<file path="config.mk">
export PLATFORM = sky130hd
export DESIGN_NAME = eprom_prog_seq
export DESIGN_NICKNAME = d
export VERILOG_FILES = /design/src/rtl/eprom_prog_pkg.sv /design/src/rtl/eprom_wait_timer.sv /design/src/rtl/eprom_pulse_ctr.sv /design/src/rtl/eprom_word_check.sv /design/src/rtl/eprom_prog_seq.sv
export SDC_FILE = /design/constraint.sdc
export NUM_CORES = 1
export LEC_CHECK = 0
export BUFFER_PORTS_ARGS = -buffer_cell sky130_fd_sc_hd__buf_2
export CORE_MARGIN = 2
export CORE_UTILIZATION = 25
export DETAILED_ROUTE_END_ITERATION = 10
export MAX_ROUTING_LAYER = met4
export PLACE_DENSITY_LB_ADDON = 0.25
export REMOVE_ABC_BUFFERS = 1
export SYNTH_ARGS = -nofsm -noshare
export SYNTH_HDL_FRONTEND = slang
export SYNTH_SLANG_ARGS = --single-unit
</file>
<file path="constraint.sdc">
create_clock -name clk -period 8 [get_ports clk]
set_input_delay 0.8 -clock clk [delete_from_list [all_inputs] [get_ports clk]]
set_output_delay 0.8 -clock clk [all_outputs]
set_load 0.05 [all_outputs]
</file>
<file path="src/rtl/eprom_prog_pkg.sv">
package eprom_prog_pkg;

    typedef enum logic [3:0] {
        ST_IDLE,
        ST_VCC_UP,
        ST_VPP_UP,
        ST_PRE_RD,
        ST_SET_UP,
        ST_PULSE,
        ST_VFY,
        ST_VPP_DN,
        ST_FIN_RD,
        ST_VCC_DN,
        ST_FINISH
    } seq_state_e;

    typedef enum logic [1:0] {
        FK_NONE      = 2'd0,
        FK_LIMIT     = 2'd1,
        FK_NEEDS_ONE = 2'd2,
        FK_FINAL     = 2'd3
    } fail_kind_e;

endpackage

</file>
<file path="src/rtl/eprom_wait_timer.sv">
module eprom_wait_timer #(
    parameter int CNT_W = 8
) (
    input  logic             clk,
    input  logic             rst_n,
    input  logic             clr,
    input  logic [CNT_W-1:0] last,
    output logic             expired
);
    logic [CNT_W-1:0] cnt_d, cnt_q;

    assign expired = (cnt_q == last);

    always_comb begin
        cnt_d = cnt_q;
        if (clr)
            cnt_d = '0;
        else if (!expired)
            cnt_d = cnt_q + 1'b1;
    end

    always_ff @(posedge clk or negedge rst_n) begin
        if (!rst_n)
            cnt_q <= '0;
        else
            cnt_q <= cnt_d;
    end
endmodule

</file>
<file path="src/rtl/eprom_pulse_ctr.sv">
module eprom_pulse_ctr #(
    parameter int MAX_PULSES = 25
) (
    input  logic clk,
    input  logic rst_n,
    input  logic clr,
    input  logic inc,
    output logic at_limit
);
    localparam int PC_W = $clog2(MAX_PULSES + 1);
    localparam logic [PC_W-1:0] CAP = PC_W'(MAX_PULSES);

    logic [PC_W-1:0] cnt_d, cnt_q;

    assign at_limit = (cnt_q == CAP);

    always_comb begin
        cnt_d = cnt_q;
        if (clr)
            cnt_d = '0;
        else if (inc && !at_limit)
            cnt_d = cnt_q + 1'b1;
    end

    always_ff @(posedge clk or negedge rst_n) begin
        if (!rst_n)
            cnt_q <= '0;
        else
            cnt_q <= cnt_d;
    end
endmodule

</file>
<file path="src/rtl/eprom_word_check.sv">
module eprom_word_check #(
    parameter int DATA_W = 16
) (
    input  logic [DATA_W-1:0] want,
    input  logic [DATA_W-1:0] got,
    output logic              match,
    output logic              needs_one
);
    // A cell can only be pulled from 1 to 0; a wanted 1 over a stored 0 is lost.
    assign match     = (want == got);
    assign needs_one = |(want & ~got);
endmodule

</file>
<file path="src/rtl/eprom_prog_seq.sv">
module eprom_prog_seq
    import eprom_prog_pkg::*;
#(
    parameter int ADDR_W     = 18,
    parameter int DATA_W     = 16,
    parameter int PULSE_CYC  = 12500,
    parameter int SETUP_CYC  = 8,
    parameter int MAX_PULSES = 25
) (
    input  logic              clk,
    input  logic              rst_n,
    input  logic              start,
    output logic              busy,
    output logic              done,
    output logic              fail,
    output logic [1:0]        fail_code,
    output logic [ADDR_W-1:0] fail_addr,
    output logic [ADDR_W-1:0] src_addr,
    input  logic [DATA_W-1:0] src_data,
    output logic [ADDR_W-1:0] dev_addr,
    output logic [DATA_W-1:0] dev_dq_out,
    output logic              dev_dq_oe,
    input  logic [DATA_W-1:0] dev_dq_in,
    output logic              dev_ce_n,
    output logic              dev_oe_n,
    output logic              dev_vcc_en,
    output logic              dev_vpp_en
);
    localparam int LONGEST = (PULSE_CYC > SETUP_CYC) ? PULSE_CYC : SETUP_CYC;
    localparam int TMR_W   = $clog2(LONGEST + 1) + 1;
    localparam logic [TMR_W-1:0]  PULSE_LAST = TMR_W'(PULSE_CYC - 1);
    localparam logic [TMR_W-1:0]  SETUP_LAST = TMR_W'(SETUP_CYC - 1);
    localparam logic [ADDR_W-1:0] LAST_ADDR  = {ADDR_W{1'b1}};

    typedef struct packed {
        seq_state_e        st;
        logic [ADDR_W-1:0] addr;
        logic [DATA_W-1:0] dq;
        logic              dq_oe;
        logic              ce_n;
        logic              oe_n;
        logic              vcc_en;
        logic              vpp_en;
        logic              done;
        logic              fail;
        fail_kind_e        kind;
        logic [ADDR_W-1:0] faddr;
    } seq_regs_t;

    seq_regs_t r_d, r_q;

    logic             tmr_clr, tmr_exp;
    logic [TMR_W-1:0] tmr_last;
    logic             pc_clr, pc_inc, pc_at_limit;
    logic             word_match, word_needs_one;
    logic             at_last;

    assign tmr_last = (r_q.st == ST_PULSE) ? PULSE_LAST : SETUP_LAST;
    assign at_last  = (r_q.addr == LAST_ADDR);

    eprom_wait_timer #(.CNT_W(TMR_W)) u_timer (
        .clk     (clk),
        .rst_n   (rst_n),
        .clr     (tmr_clr),
        .last    (tmr_last),
        .expired (tmr_exp)
    );

    eprom_pulse_ctr #(.MAX_PULSES(MAX_PULSES)) u_pulses (
        .clk      (clk),
        .rst_n    (rst_n),
        .clr      (pc_clr),
        .inc      (pc_inc),
        .at_limit (pc_at_limit)
    );

    eprom_word_check #(.DATA_W(DATA_W)) u_check (
        .want      (src_data),
        .got       (dev_dq_in),
        .match     (word_match),
        .needs_one (word_needs_one)
    );

    always_comb begin
        r_d     = r_q;
        tmr_clr = 1'b0;
        pc_clr  = 1'b0;
        pc_inc  = 1'b0;

        unique case (r_q.st)
            ST_IDLE, ST_FINISH: begin
                if (start) begin
                    r_d.st    = ST_VCC_UP;
                    r_d.addr  = '0;
                    r_d.kind  = FK_NONE;
                    r_d.faddr = '0;
                    tmr_clr   = 1'b1;
                end
            end
            ST_VCC_UP: begin
                if (tmr_exp) begin
                    r_d.st  = ST_VPP_UP;
                    tmr_clr = 1'b1;
                end
            end
            ST_VPP_UP: begin
                if (tmr_exp) begin
                    r_d.st  = ST_PRE_RD;
                    tmr_clr = 1'b1;
                    pc_clr  = 1'b1;
                end
            end
            ST_PRE_RD: begin
                if (tmr_exp) begin
                    tmr_clr = 1'b1;
                    if (word_needs_one) begin
                        r_d.kind  = FK_NEEDS_ONE;
                        r_d.faddr = r_q.addr;
                        r_d.st    = ST_VPP_DN;
                    end else if (word_match) begin
                        pc_clr = 1'b1;
                        if (at_last) begin
                            r_d.st = ST_VPP_DN;
                        end else begin
                            r_d.addr = r_q.addr + 1'b1;
                            r_d.st   = ST_PRE_RD;
                        end
                    end else begin
                        r_d.dq = src_data;
                        r_d.st = ST_SET_UP;
                    end
                end
            end
            ST_SET_UP: begin
                if (tmr_exp) begin
                    r_d.st  = ST_PULSE;
                    pc_inc  = 1'b1;
                    tmr_clr = 1'b1;
                end
            end
            ST_PULSE: begin
                if (tmr_exp) begin
                    r_d.st  = ST_VFY;
                    tmr_clr = 1'b1;
                end
            end
            ST_VFY: begin
                if (tmr_exp) begin
                    tmr_clr = 1'b1;
                    if (word_match) begin
                        pc_clr = 1'b1;
                        if (at_last) begin
                            r_d.st = ST_VPP_DN;
                        end else begin
                            r_d.addr = r_q.addr + 1'b1;
                            r_d.st   = ST_PRE_RD;
                        end
                    end else if (pc_at_limit) begin
                        r_d.kind  = FK_LIMIT;
                        r_d.faddr = r_q.addr;
                        r_d.st    = ST_VPP_DN;
                    end else begin
                        r_d.dq = src_data;
                        r_d.st = ST_SET_UP;
                    end
                end
            end
            ST_VPP_DN: begin
                if (tmr_exp) begin
                    tmr_clr = 1'b1;
                    if (r_q.kind != FK_NONE) begin
                        r_d.st = ST_VCC_DN;
                    end else begin
                        r_d.addr = '0;
                        r_d.st   = ST_FIN_RD;
                    end
                end
            end
            ST_FIN_RD: begin
                if (tmr_exp) begin
                    tmr_clr = 1'b1;
                    if (!word_match) begin
                        r_d.kind  = FK_FINAL;
                        r_d.faddr = r_q.addr;
                        r_d.st    = ST_VCC_DN;
                    end else if (at_last) begin
                        r_d.st = ST_VCC_DN;
                    end else begin
                        r_d.addr = r_q.addr + 1'b1;
                    end
                end
            end
            ST_VCC_DN: begin
                if (tmr_exp) begin
                    r_d.st  = ST_FINISH;
                    tmr_clr = 1'b1;
                end
            end
            default: begin
                r_d.st = ST_IDLE;
            end
        endcase

        // Device strobes are registered decodes of the next state.
        r_d.ce_n   = (r_d.st != ST_PULSE);
        r_d.oe_n   = !(r_d.st inside {ST_PRE_RD, ST_VFY, ST_FIN_RD});
        r_d.dq_oe  = (r_d.st inside {ST_SET_UP, ST_PULSE});
        r_d.vpp_en = (r_d.st inside {ST_VPP_UP, ST_PRE_RD, ST_SET_UP, ST_PULSE, ST_VFY});
        r_d.vcc_en = !(r_d.st inside {ST_IDLE, ST_VCC_DN, ST_FINISH});
        r_d.done   = (r_d.st == ST_FINISH);
        r_d.fail   = (r_d.st == ST_FINISH) && (r_d.kind != FK_NONE);
    end

    always_ff @(posedge clk or negedge rst_n) begin
        if (!rst_n) begin
            r_q        <= '0;
            r_q.st     <= ST_IDLE;
            r_q.kind   <= FK_NONE;
            r_q.ce_n   <= 1'b1;
            r_q.oe_n   <= 1'b1;
        end else begin
            r_q <= r_d;
        end
    end

    assign busy       = (r_q.st != ST_IDLE) && (r_q.st != ST_FINISH);
    assign done       = r_q.done;
    assign fail       = r_q.fail;
    assign fail_code  = r_q.kind;
    assign fail_addr  = r_q.faddr;
    assign src_addr   = r_q.addr;
    assign dev_addr   = r_q.addr;
    assign dev_dq_out = r_q.dq;
    assign dev_dq_oe  = r_q.dq_oe;
    assign dev_ce_n   = r_q.ce_n;
    assign dev_oe_n   = r_q.oe_n;
    assign dev_vcc_en = r_q.vcc_en;
    assign dev_vpp_en = r_q.vpp_en;
endmodule

</file>
==> impl_results.md <==
- Outcome: finished, final reports clean
- Overflow left after global routing: 0
- First-pass GRT wire length: around 22 mm
- Final min period: just over 4000 ps
- DR DRC count: 0
- CP Max Fanout: 33
- Sequential Area: around 2100 um2
- Fmax achieved: 242 MHz
- Final Setup Violations: 0
- Dpl ws: around 3900 ps
- Worst skew pair latency: between 300 and 400 ps
- Unrepaired setup endpoints after global routing: false
- Fraction of layout cells with a size suffix above 1: 0.242
- IO Pins: 115
- Starting Density: 0.254
- Period utilization: 0.517
- Total power per unit cell area: between 150 and 200 nW/um2
- TritonCTS Buffers: 9
- Top FF cell, synth: dfrtp_1
- Max-slew violation count: 0
- Pwr Total: around 0.95 mW
- Synth unique cells: between 60 and 70
- YS warnings: 0
- Post-CTS Setup Inserts: 0
- Most frequent cells in the layout: 113 x buf_2, 83 x dfrtp_1, 64 x nand2_1
- Worst Hold Class: primary input to async pin
- Vias in the first global route: ~4,100
- Layout area overhead: 10.9%
- CTS H-tree lvls: 3
- Crit path capture type: flip-flop
- Setup Crit Path Kind: flip-flop to flip-flop
- Area of the core: about 21,000 um2
- Die Wd: approximately 150 um
- Hold-fix buffers, CTS: 0
- Layout Cells excl Fill: slightly below 900
- Per-cell routed wire length: about 15 um
- Resize count post-CTS: 0
- Seq/Total Area, Yosys: 0.402
- PortBufs: approximately 110
- EDFF count, synth: 0
- Nets: roughly 660
- Critical path data arrival time: approximately 4400 ps
- Routed Antenna Nets: 0
- Max-cap violation count: 0
- Leakage: between 2 and 3 nW
- Post-DP HPWL: a little under 10 mm
- Setup TNS: 0 ps
- Initial antenna violation count: 0
- WP data required: between 8000 and 9000 ps
- Met3 WL: about 700 um
- FP Rows: 53
- GRT Total Usage: 0.125
- CTS tree: yes
- Syn avg cell area: between 9 and 10 um2
- Slew @ Worst Pin: approximately 1200 ps
- Final worst-path setup slack: around 3900 ps
- Post-Place Cells: 870
- Hold Fails Final Rpt: 0
- Clock transition at path regs: 70 ps
- Clock Skew: 9.70 ps
- GPL Wtd Cong: roughly 0.85
- Relative slew slack: 0.229
- Post-synth ARST share: 1.00
- Clk buf depth: 2
- Cells after Synth: roughly 580
- Post-Route WL: 13.6 mm
- Largest net degree at the start of global routing: between 40 and 50
- Die height: 150 um
- Area of the die: ~22,000 um2
- Post-Syn Area: about 5300 um2
- Multi-input logic area: between 2000 and 2500 um2
- Top layer in use: met4
- FF+latch count, synth: 85
- Metal2 WL: approximately 6.5 mm
- Hold Slack: around 430 ps
- Max VDD drop: around 0.095 mV
- Vias per cell: around 4.8
- Filler Cell Count: around 2,200
- Clk Tree Root Cell: clkbuf_16
- Antenna Cells: 0
- Routed via count: between 4,000 and 5,000
- Commonest non-fill, non-tap cell in the layout: buf_2
- Drt pass-1 iters: 5
- Startpoint Class: flip-flop
- Iteration-0 DRC Markers: about 250
- WL met1: 6.18 mm
- Clk sinks: between 80 and 90
[stage by stage]
| stage | utilization | cell area (um2) |
|---|---|---|
| finish | 0.281 | 5880 |
| CTS | 0.281 | 5880 |
| global placement | 0.267 | 5570 |
| detailed placement | 0.267 | 5570 |
| global route | 0.281 | 5880 |
| floorplan | - | 4630 |
[Yosys cell counts, drive strengths merged (15+ instances only)]
| master | instances | area (um2) |
|---|---|---|
| nor2 | 36 | 135 |
| inv | 22 | 82.6 |
| clkbuf | 15 | 56.3 |
| ha | 20 | 250 |
| a21oi | 17 | 96.4 |
| dfrtp | 83 | 2080 |
| buf | 84 | 613 |
| o21ai | 43 | 219 |
| nand2 | 64 | 240 |
| nand4 | 19 | 119 |
| a22o | 22 | 193 |
| nand3 | 20 | 100 |
[final cells by class]
type / instances / share of cell area
clock buffers: 10 / 0.0407
inverters: 22 / 0.0141
well taps: 275 / 0.0586
repair buffers: 116 / 0.100
clock inverters: 6 / 0.0117
multi-input cells: 372 / 0.412
flip-flops and latches: 85 / 0.362
[worst max-delay path: stages (launching register included)]
cell and delay, ps:
dfrtp_1 750, nor2b_1 370, or4b_1 620, a21oi_4 790, a21o_1 240, nand3_1 580, o41ai_1 540, a22o_1 180
[state kept, by name, summed over array words and instances (netlist names)]
register	cells
dev_addr	18
dev_ce_n	1
dev_dq_oe	1
dev_dq_out	16
dev_oe_n	1
dev_vcc_en	1
dev_vpp_en	1
done	1
fail	1
fail_addr	18
fail_code	2
r_q	4
u_pulses.cnt_q	5
u_timer.cnt_q	15
[report_power, final]
group	leakage, nW	switching, mW	internal [mW]
Sequential	1.11	0.0153	0.439
Combinational	1.48	0.0308	0.0218
Clock	0.149	0.186	0.253
[per-layer routing]
| metal | vias up | GRT usage |
|---|---|---|
| met5 | - | - |
| met3 | 10 | 0.0262 |
| met2 | 101 | 0.200 |
| met4 | 0 | 0.0381 |
| li1 | 2056 | - |
| met1 | 2056 | 0.158 |
[cell families (layout without fill, tap and decap cells)]
kind of cell,Yosys count,in the layout,synth area share
xor gates and xnor gates,17,17,0.0281
and+or+nand+nor,201,201,0.193
buffers and inverters,121,154,0.142
DFF,85,85,0.402
muxes,1,1,0.00189
adders and majority gates,20,20,0.0472
AOI/OAI and AO/OA,133,133,0.186
[final timing paths]
kind                                 from  slack, ps                 to  cells after the start
setup / recovery                  r_q[61]       3870        dev_addr[8]                      7
hold / removal                      rst_n        430      fail_addr[13]                      1
setup reg to reg                  r_q[61]       3870        dev_addr[8]                      7
hold reg to reg            dev_dq_out[11]        470     dev_dq_out[11]                      2
max in group asynchronous           rst_n       6540  u_pulses.cnt_q[0]                      2
min in group clk           dev_dq_out[11]        470     dev_dq_out[11]                      2
Power figures use the tool's default switching activity.
